`src/rtl/sram_lane_pkg.sv`:
```
`timescale 1ns/1ps
package sram_lane_pkg;

  typedef enum logic [2:0] {
    SEQ_IDLE,
    SEQ_WR_SETUP,
    SEQ_WR_STROBE,
    SEQ_WR_HOLD,
    SEQ_RD_SETUP,
    SEQ_RD_SAMPLE
  } seq_state_e;

  // Strobe length in cycles: ceiling of access over period, at least one.
  function automatic int unsigned strobe_cycles(input int unsigned access_ps,
                                                input int unsigned period_ps);
    int unsigned q;
    q = (access_ps + period_ps - 1) / period_ps;
    return (q < 1) ? 1 : q;
  endfunction

endpackage

```
`src/rtl/sram_wait_timer.sv`:
```
`timescale 1ns/1ps
module sram_wait_timer #(
  parameter int unsigned WAIT_CYCLES = 2
) (
  input  logic clk,
  input  logic rst_n,
  input  logic load,
  output logic done
);
  localparam int unsigned CNT_W = (WAIT_CYCLES < 2) ? 1 : $clog2(WAIT_CYCLES);
  localparam logic [CNT_W-1:0] RELOAD = CNT_W'(WAIT_CYCLES - 1);

  logic [CNT_W-1:0] cnt_q;

  always_ff @(posedge clk or negedge rst_n) begin
    if (!rst_n) begin
      cnt_q <= '0;
    end else if (load) begin
      cnt_q <= RELOAD;
    end else if (cnt_q != '0) begin
      cnt_q <= cnt_q - 1'b1;
    end
  end

  assign done = (cnt_q == '0);
endmodule

```
`src/rtl/sram_seq_fsm.sv`:
```
`timescale 1ns/1ps
module sram_seq_fsm
  import sram_lane_pkg::*;
#(
  parameter int unsigned ADDR_W = 16,
  parameter int unsigned DATA_W = 16,
  parameter int unsigned LANES  = 2
) (
  input  logic              clk,
  input  logic              rst_n,
  input  logic              req_valid,
  output logic              req_ready,
  input  logic              req_write,
  input  logic [ADDR_W-1:0] req_addr,
  input  logic [DATA_W-1:0] req_wdata,
  input  logic [LANES-1:0]  req_mask,
  input  logic              timer_done,
  output logic              timer_load,
  output logic              cap_en,
  output logic [LANES-1:0]  lane_sel,
  output logic              mem_ce_n,
  output logic              mem_we_n,
  output logic              mem_oe_n,
  output logic [LANES-1:0]  mem_be_n,
  output logic [ADDR_W-1:0] mem_addr,
  output logic [DATA_W-1:0] mem_dq_o,
  output logic              mem_dq_oe
);
  seq_state_e        state_q, state_d;
  logic [ADDR_W-1:0] addr_q;
  logic [DATA_W-1:0] wdata_q;
  logic [LANES-1:0]  mask_q;
  logic              accept;

  assign accept = req_valid && (state_q == SEQ_IDLE);

  always_comb begin
    state_d = state_q;
    unique case (state_q)
      SEQ_IDLE:      if (req_valid) state_d = req_write ? SEQ_WR_SETUP : SEQ_RD_SETUP;
      SEQ_WR_SETUP:  state_d = SEQ_WR_STROBE;
      SEQ_WR_STROBE: if (timer_done) state_d = SEQ_WR_HOLD;
      SEQ_WR_HOLD:   state_d = SEQ_IDLE;
      SEQ_RD_SETUP:  state_d = SEQ_RD_SAMPLE;
      SEQ_RD_SAMPLE: if (timer_done) state_d = SEQ_IDLE;
      default:       state_d = SEQ_IDLE;
    endcase
  end

  always_ff @(posedge clk or negedge rst_n) begin
    if (!rst_n) begin
      state_q <= SEQ_IDLE;
      addr_q  <= '0;
      wdata_q <= '0;
      mask_q  <= '0;
    end else begin
      state_q <= state_d;
      if (accept) begin
        addr_q  <= req_addr;
        wdata_q <= req_wdata;
        mask_q  <= req_mask;
      end
    end
  end

  // Both setup states always move to a counted phase next.
  assign timer_load = (state_q == SEQ_WR_SETUP) || (state_q == SEQ_RD_SETUP);
  assign cap_en     = (state_q == SEQ_RD_SAMPLE) && timer_done;
  assign lane_sel   = mask_q;

  assign req_ready = (state_q == SEQ_IDLE);
  assign mem_ce_n  = (state_q == SEQ_IDLE);
  assign mem_we_n  = (state_q != SEQ_WR_STROBE);
  assign mem_oe_n  = (state_q != SEQ_RD_SAMPLE);
  assign mem_be_n  = (state_q == SEQ_IDLE) ? {LANES{1'b1}} : ~mask_q;
  assign mem_addr  = addr_q;
  assign mem_dq_o  = wdata_q;
  assign mem_dq_oe = (state_q == SEQ_WR_STROBE);
endmodule

```
`src/rtl/sram_rd_capture.sv`:
```
`timescale 1ns/1ps
module sram_rd_capture #(
  parameter int unsigned DATA_W = 16,
  parameter int unsigned LANES  = 2
) (
  input  logic              clk,
  input  logic              rst_n,
  input  logic              cap_en,
  input  logic [LANES-1:0]  lane_sel,
  input  logic [DATA_W-1:0] din,
  output logic              rsp_valid,
  output logic [DATA_W-1:0] rsp_rdata
);
  logic [DATA_W-1:0] masked;

  for (genvar l = 0; l < LANES; l++) begin : g_lane
    assign masked[l*8 +: 8] = lane_sel[l] ? din[l*8 +: 8] : 8'h00;
  end

  always_ff @(posedge clk or negedge rst_n) begin
    if (!rst_n) begin
      rsp_valid <= 1'b0;
      rsp_rdata <= '0;
    end else begin
      rsp_valid <= cap_en;
      if (cap_en) rsp_rdata <= masked;
    end
  end
endmodule

```
`src/rtl/sram_lane_ctrl.sv`:
```
`timescale 1ns/1ps
module sram_lane_ctrl
  import sram_lane_pkg::*;
#(
  parameter int unsigned ADDR_W        = 16,
  parameter int unsigned DATA_W        = 16,
  parameter int unsigned CLK_PERIOD_PS = 5000,
  parameter int unsigned ACCESS_PS     = 10000
) (
  input  logic                  clk,
  input  logic                  rst_n,
  input  logic                  req_valid,
  output logic                  req_ready,
  input  logic                  req_write,
  input  logic [ADDR_W-1:0]     req_addr,
  input  logic [DATA_W-1:0]     req_wdata,
  input  logic [DATA_W/8-1:0]   req_mask,
  output logic                  rsp_valid,
  output logic [DATA_W-1:0]     rsp_rdata,
  output logic                  mem_ce_n,
  output logic                  mem_we_n,
  output logic                  mem_oe_n,
  output logic [DATA_W/8-1:0]   mem_be_n,
  output logic [ADDR_W-1:0]     mem_addr,
  output logic [DATA_W-1:0]     mem_dq_o,
  output logic                  mem_dq_oe,
  input  logic [DATA_W-1:0]     mem_dq_i
);
  localparam int unsigned LANES       = DATA_W / 8;
  localparam int unsigned WAIT_CYCLES = strobe_cycles(ACCESS_PS, CLK_PERIOD_PS);

  logic             timer_load;
  logic             timer_done;
  logic             cap_en;
  logic [LANES-1:0] lane_sel;

  sram_wait_timer #(.WAIT_CYCLES(WAIT_CYCLES)) u_timer (
    .clk  (clk),
    .rst_n(rst_n),
    .load (timer_load),
    .done (timer_done)
  );

  sram_seq_fsm #(.ADDR_W(ADDR_W), .DATA_W(DATA_W), .LANES(LANES)) u_fsm (
    .clk       (clk),
    .rst_n     (rst_n),
    .req_valid (req_valid),
    .req_ready (req_ready),
    .req_write (req_write),
    .req_addr  (req_addr),
    .req_wdata (req_wdata),
    .req_mask  (req_mask),
    .timer_done(timer_done),
    .timer_load(timer_load),
    .cap_en    (cap_en),
    .lane_sel  (lane_sel),
    .mem_ce_n  (mem_ce_n),
    .mem_we_n  (mem_we_n),
    .mem_oe_n  (mem_oe_n),
    .mem_be_n  (mem_be_n),
    .mem_addr  (mem_addr),
    .mem_dq_o  (mem_dq_o),
    .mem_dq_oe (mem_dq_oe)
  );

  sram_rd_capture #(.DATA_W(DATA_W), .LANES(LANES)) u_cap (
    .clk      (clk),
    .rst_n    (rst_n),
    .cap_en   (cap_en),
    .lane_sel (lane_sel),
    .din      (mem_dq_i),
    .rsp_valid(rsp_valid),
    .rsp_rdata(rsp_rdata)
  );
endmodule

```
`config.mk`:
```
export PLATFORM = sky130hd
export DESIGN_NAME = sram_lane_ctrl
export DESIGN_NICKNAME = d
export VERILOG_FILES = /design/src/rtl/sram_lane_pkg.sv /design/src/rtl/sram_wait_timer.sv /design/src/rtl/sram_seq_fsm.sv /design/src/rtl/sram_rd_capture.sv /design/src/rtl/sram_lane_ctrl.sv
export SDC_FILE = /design/constraint.sdc
export NUM_CORES = 1
export LEC_CHECK = 0
export CAP_MARGIN = 20
export CORE_UTILIZATION = 44
export DETAILED_ROUTE_END_ITERATION = 16
export PLACE_DENSITY = 0.85
export SLEW_MARGIN = 20
export SYNTH_ARGS = -nofsm -noshare
export SYNTH_HDL_FRONTEND = slang
export SYNTH_SLANG_ARGS = --single-unit
```
`constraint.sdc`:
```
create_clock -name clk -period 2.96 [get_ports clk]
set_clock_uncertainty 0.05 [all_clocks]
set_input_delay 0.296 -clock clk [delete_from_list [all_inputs] [get_ports clk]]
set_output_delay 0.296 -clock clk [all_outputs]
set_load 0.05 [all_outputs]
```
Word-level counts from Yosys, hierarchy flattened
Cells that the tools add are included.
{ "word_totals": {"ff_bits": 55, "elab_cells": 34, "in_bits": 54, "output_inout_bits": 56} }
{ "classes": {"mux": 10, "bitwise": 2, "reduce_logical": 5, "addsub": 1, "eq_ne": 9} }
{ "op_table": {"columns": ["cell", "count"], "rows": [
  ["two-way mux 8 bit", 2],
  ["one-hot mux 3 bit (5 select lines)", 1],
  ["two-way mux 3 bit", 4],
  ["== test 3 bit (second input constant)", 2],
  ["inequality test 2 bit (second input constant)", 3],
  ["== test 3 x 1 -> 1 bit (second input constant)", 1],
  ["== test 3 x 2 -> 1 bit (second input constant)", 1],
  ["zero test 3 bit", 1],
  ["inequality test 3 x 2 -> 1 bit (second input constant)", 1],
  ["inequality test 3 bit (second input constant)", 1],
  ["AND reduction 3 bit", 1],
  ["logical AND 1 bit", 2],
  ["two-way mux 1 bit", 2],
  ["two-way mux 2 bit", 1],
  ["inverter 2 bit", 1],
  ["logical OR 1 bit", 1],
  ["inverter 1 bit", 1],
  ["subtractor 1 bit (second input constant)", 1]
]} }

Depth between registers and ports, before layout
{ "depth": {"word_depth": 3, "mapped_depth": 7, "mapped_depth_nobuf": 4} }

Modules after synthesis
Synthesis repeated with hierarchy kept, for this count alone.
{ "unflattened": {"cells_unflattened": 171, "hier_area_um2": 2220.9} }
{ "by_module_without_submodules": {"columns": ["module", "seq_area_each_um2", "area_per_inst_um2", "cells_each", "instances"], "rows": [
  ["sram_seq_fsm", 925.9, 1519.0, 99, 1],
  ["sram_rd_capture", 425.4, 673.1, 70, 1],
  ["sram_wait_timer", 25.0, 28.8, 2, 1]
]} }

Worst setup path before layout
No wires, ideal clock.
{ "synth_path": {"kind": "flip-flop to flip-flop", "startpoint": "reg u_fsm.state_q[1]", "endpoint": "reg u_fsm.mask_q[0], in the netlist u_fsm.lane_sel[0]", "path_buffers": 3, "path_stages_with_launch": 8, "required_ns": 2.785, "slack_ns": 0.968, "t_arrival_ns": 1.817, "period_less_slack_ns": 1.992, "setup_ns": 0.125, "path_cell_list": "dfrtp_1 buf_6 or3_4 inv_2 and2_4 buf_12 buf_12 mux2_4"} }
{ "synth_between": {"elab_chain_len": 2} }
{ "synth_lines": {"columns": ["item", "line", "rtl"], "rows": [
  ["start: declaration", "sram_seq_fsm.sv:29", "seq_state_e state_q, state_d;"],
  ["start signal: assignment", "sram_seq_fsm.sv:57", "state_q <= state_d;"],
  ["zero test 3 bit", null, null],
  ["net mem_ce_n", "sram_lane_ctrl.sv:20", "output logic mem_ce_n,"],
  ["logical AND 1 bit", "sram_seq_fsm.sv:35", "assign accept = req_valid && (state_q == SEQ_IDLE);"],
  ["end signal: assignment", "sram_seq_fsm.sv:61", "mask_q <= req_mask;"],
  ["end: declaration", "sram_seq_fsm.sv:32", "logic [LANES-1:0] mask_q;"]
]} }
The timed path passes the listed nets, and every way through them passes these cells.
A chain may end at the register's enable or synchronous reset.

Final worst setup path
{ "layout_path": {"startpoint": "reg u_fsm.state_q[1]", "endpoint": "out mem_be_n[0]"} }
{ "layout_between": {"elab_chain_len": 2} }
{ "layout_lines": {"columns": ["item", "line", "rtl"], "rows": [
  ["zero test 3 bit", "sram_seq_fsm.sv:75", "assign mem_be_n = (state_q == SEQ_IDLE) ? {LANES{1'b1}} : ~mask_q;"],
  ["two-way mux 2 bit", "sram_seq_fsm.sv:75", null],
  ["end: declaration", "sram_lane_ctrl.sv:23", "output logic [DATA_W/8-1:0] mem_be_n,"]
]} }
Every way passes these cells.

==> flow_summary.ini <==
[status]
status = finished, final reports clean

[power_and_ir_drop]
clkPwrFrac_pct = 8.6
power_switching_mw = 2.17
p_per_area_mw_per_mm2 = 1300
peakVddDrop_v = 0.000992
leakagePower_nw = 1.53
seq_power_share_pct = 29.2
pwr-share-comb_pct = 62.2
power.total_mw = 4.56
swShare_pct = 47.6
cell_internal_pwr_mw = 2.39

[finish]
nFillCells = 397
diodes = 0
drive_gt1_share_pct = 17.1
final_common_cell = clkdlybuf4s50_1
area_growth_pct = 49.6
fin_nets = 333
mostFrequentLayoutCells = clkdlybuf4s50_1, dfrtp_1, nand2_1, mux2_4, o21ai_0

[placed_design]
hpwl_mm = 3.54
io_buffers = 109
gp_congestion = 0.698

[setup_path]
critPathCapture = mem_be_n[0]
critical_path.cell_chain = or3_4, nand2_1, clkdlybuf4s50_1
path_max_fanout = 8
cp_num_cells = 3
r2r_start = u_fsm.state_q[1]$_DFFE_PN0P_
worstSetupPathType = reg2out
worst_r2r_endpoint = u_fsm.mem_addr[6]$_DFFE_PN0P_
arrival_ps = 2090
r2r_slack_ps = 880
worstPathRequired_ps = 2610
slowest_stage = clkdlybuf4s50_1
path_delay_family = buffers and inverters
worst_path_largest_cell_delay_ps = 810
reg2reg_depth = 4
crit_start = u_fsm.state_q[1]$_DFFE_PN0P_
critPathLaunchType = flip-flop
worst-path-buf-inv = 1
cp-end-kind = primary output

[floorplan]
die_width_um = 74.9
core_area_sq_mm = 0.00511
die_area_sq_mm = 0.00561
num_io_pins = 110
initial_utilization_pct = 45.8
die-height_um = 74.9
rows = 26

[job]
cap_violations = 0

[detailed_routing]
vias_per_cell = 4.64
drt_iter0_markers = 45
routedWlPerCell_um = 13.8
ant_nets = 0
route.met2.wl_mm = 2.50
firstDrtPassIters = 4
wl_met1_mm = 2.00
maxUsedRoutingLayer = met4
routed-wl-met3_um = 283
post-route-drc-count = 0
vias = 1624
wl_mm = 4.82

[sta]
fin_tns_setup_ps = 0
slew_headroom_pct = 58.7
worst_slew_pin_slew_ps = 620
rsz0062_at_grt = false
hold_violations = 0
fin_crit_ps = 2440
slew_viol_final = 0
period_share_pct = 82.4
fmax_ghz = 0.410
setup_violations = 0

[clock_network]
ctsResizeCount = 0
clockRootBuffer = clkbuf_8
cts_tree = yes
path_clk_slew_ps = 90
htreeDepth = 2
cts_setup_buffers = 0
cts_hold_buf = 0
clk_latency_ps = 300
cts_buffers = 5
clk_path_buf_depth = 2
cts_sinks = 55

[synthesis]
ys.warnings.count = 0
yosysSeqAreaShare_pct = 58.9
synth_compound_gate_area_share_pct = 4.76
yosys.area.top_type_share_pct = 58.9
synth_xor_area_share_pct = 0.749
synth_top_family_by_area = multiplexers
synth_simple_gate_area_share_pct = 8.19
synthMuxAreaShare_pct = 21.2
ys_types = 24
synthAdderAreaFrac_pct = 0
synth_top_cells_by_area = dfrtp_1, mux2_4, nand2_1
syn_avg_cell_area_sq_um = 13.6
synth-seq-cells = 55
syn_inst = 172
synth_area_leader_cell = dfrtp_1
synthesis.area_sq_mm = 0.00234
syn_nets = 226

[grt]
globalRouteTotalUtil_pct = 17.3
grt_max_degree = 51
grt_pass1_vias = 1571
grt_pass1_wl_mm = 7.27
antenna_found_initial = 0
grt_overflow_total = 0

[min_path]
hp-class = reg2reg
[synthesized netlist by cell type (all sizes together)]
master   instances
inv              3
nor2b            1
or3              1
buf             10
a21oi            2
xnor2            2
o21ai           16
o22ai            1
nand2           36
nor2             3
mux2            34
dfrtp           55
o21bai           1
clkbuf           3
nand4bb          1
o21a             1
and2             1
nand3b           1
[metrics by stage]
stage	cells	worst slack, ps	utilization, %	hold slack [ps]	cell area [sq um]
3_3_place_gp	341	892	66.6	414	3400
3_5_place_dp	341	852	66.6	420	3400
5_1_grt	350	453	68.5	470	3500
4_1_cts	349	504	68.2	176	3480
2_1_floorplan	172	968	-	-49.6	2340
6_report	350	522	68.5	430	3500
[tightest hold or removal path: stages (launching register included)]
cell	delay, ps
dfrtp_1	350
nand2_1	40
o21ai_0	60
[layer usage]
metal / track usage, % / vias to the layer above
met1: 21.8 / 781
met5: 0 / -
li1: - / 780
met4: 3.14 / 0
met2: 30.4 / 58
met3: 4.69 / 5
[logic make-up (layout without fill, tap and decap cells)]
family                 Yosys count  in the layout
buffers and inverters           16            124
AND/OR/NAND/NOR                 44             44
multiplexers                    34             34
AO/OA/AOI/OAI                   21             21
flip-flops                      55             55
XOR/XNOR                         2              2
[flip-flops by register name, indices dropped and copies added, names as in the netlist]
signal / cells
u_fsm.mem_dq_o: 16
u_fsm.lane_sel: 2
u_cap.rsp_rdata: 16
u_fsm.state_q: 3
u_cap.rsp_valid: 1
u_timer.cnt_q: 1
u_fsm.mem_addr: 16
[power groups by stage]
stage / Combinational, mW / Clock [mW] / Sequential, mW
3_3_place_gp: 2.81 / 0 / 1.33
2_1_floorplan: 1.09 / 0 / 2.31
3_5_place_dp: 2.85 / 0 / 1.35
6_report: 2.83 / 0.393 / 1.33
4_1_cts: 2.86 / 0.410 / 1.34
5_1_grt: 2.96 / 0.445 / 1.38
[layout make-up]
type,count,area [sq um],share of cell area (%)
Timing Repair Buffer,113,1120,32.1
Sequential cell,55,1380,39.4
Multi-Input combinational cell,101,816,23.3
Clock inverter,2,12.5,0.358
Clock buffer,6,72.6,2.08
Inverter,3,11.3,0.322
Tap cell,70,87.6,2.50
[how the worst min path moves through the flow]
stage	cells past startpoint	start	to	slack [ps]
floorplan	0	rst_n	u_cap.rsp_rdata[0]$_DFFE_PN0P_	-50
global placement	2	u_cap.rsp_rdata[13]$_DFFE_PN0P_	u_cap.rsp_rdata[13]$_DFFE_PN0P_	410
detailed placement	2	u_cap.rsp_rdata[13]$_DFFE_PN0P_	u_cap.rsp_rdata[13]$_DFFE_PN0P_	420
CTS	1	rst_n	u_fsm.mem_addr[9]$_DFFE_PN0P_	180
global route	2	u_cap.rsp_rdata[13]$_DFFE_PN0P_	u_cap.rsp_rdata[13]$_DFFE_PN0P_	470
finish	2	u_cap.rsp_rdata[13]$_DFFE_PN0P_	u_cap.rsp_rdata[13]$_DFFE_PN0P_	430
Power figures use the tool's default switching activity.
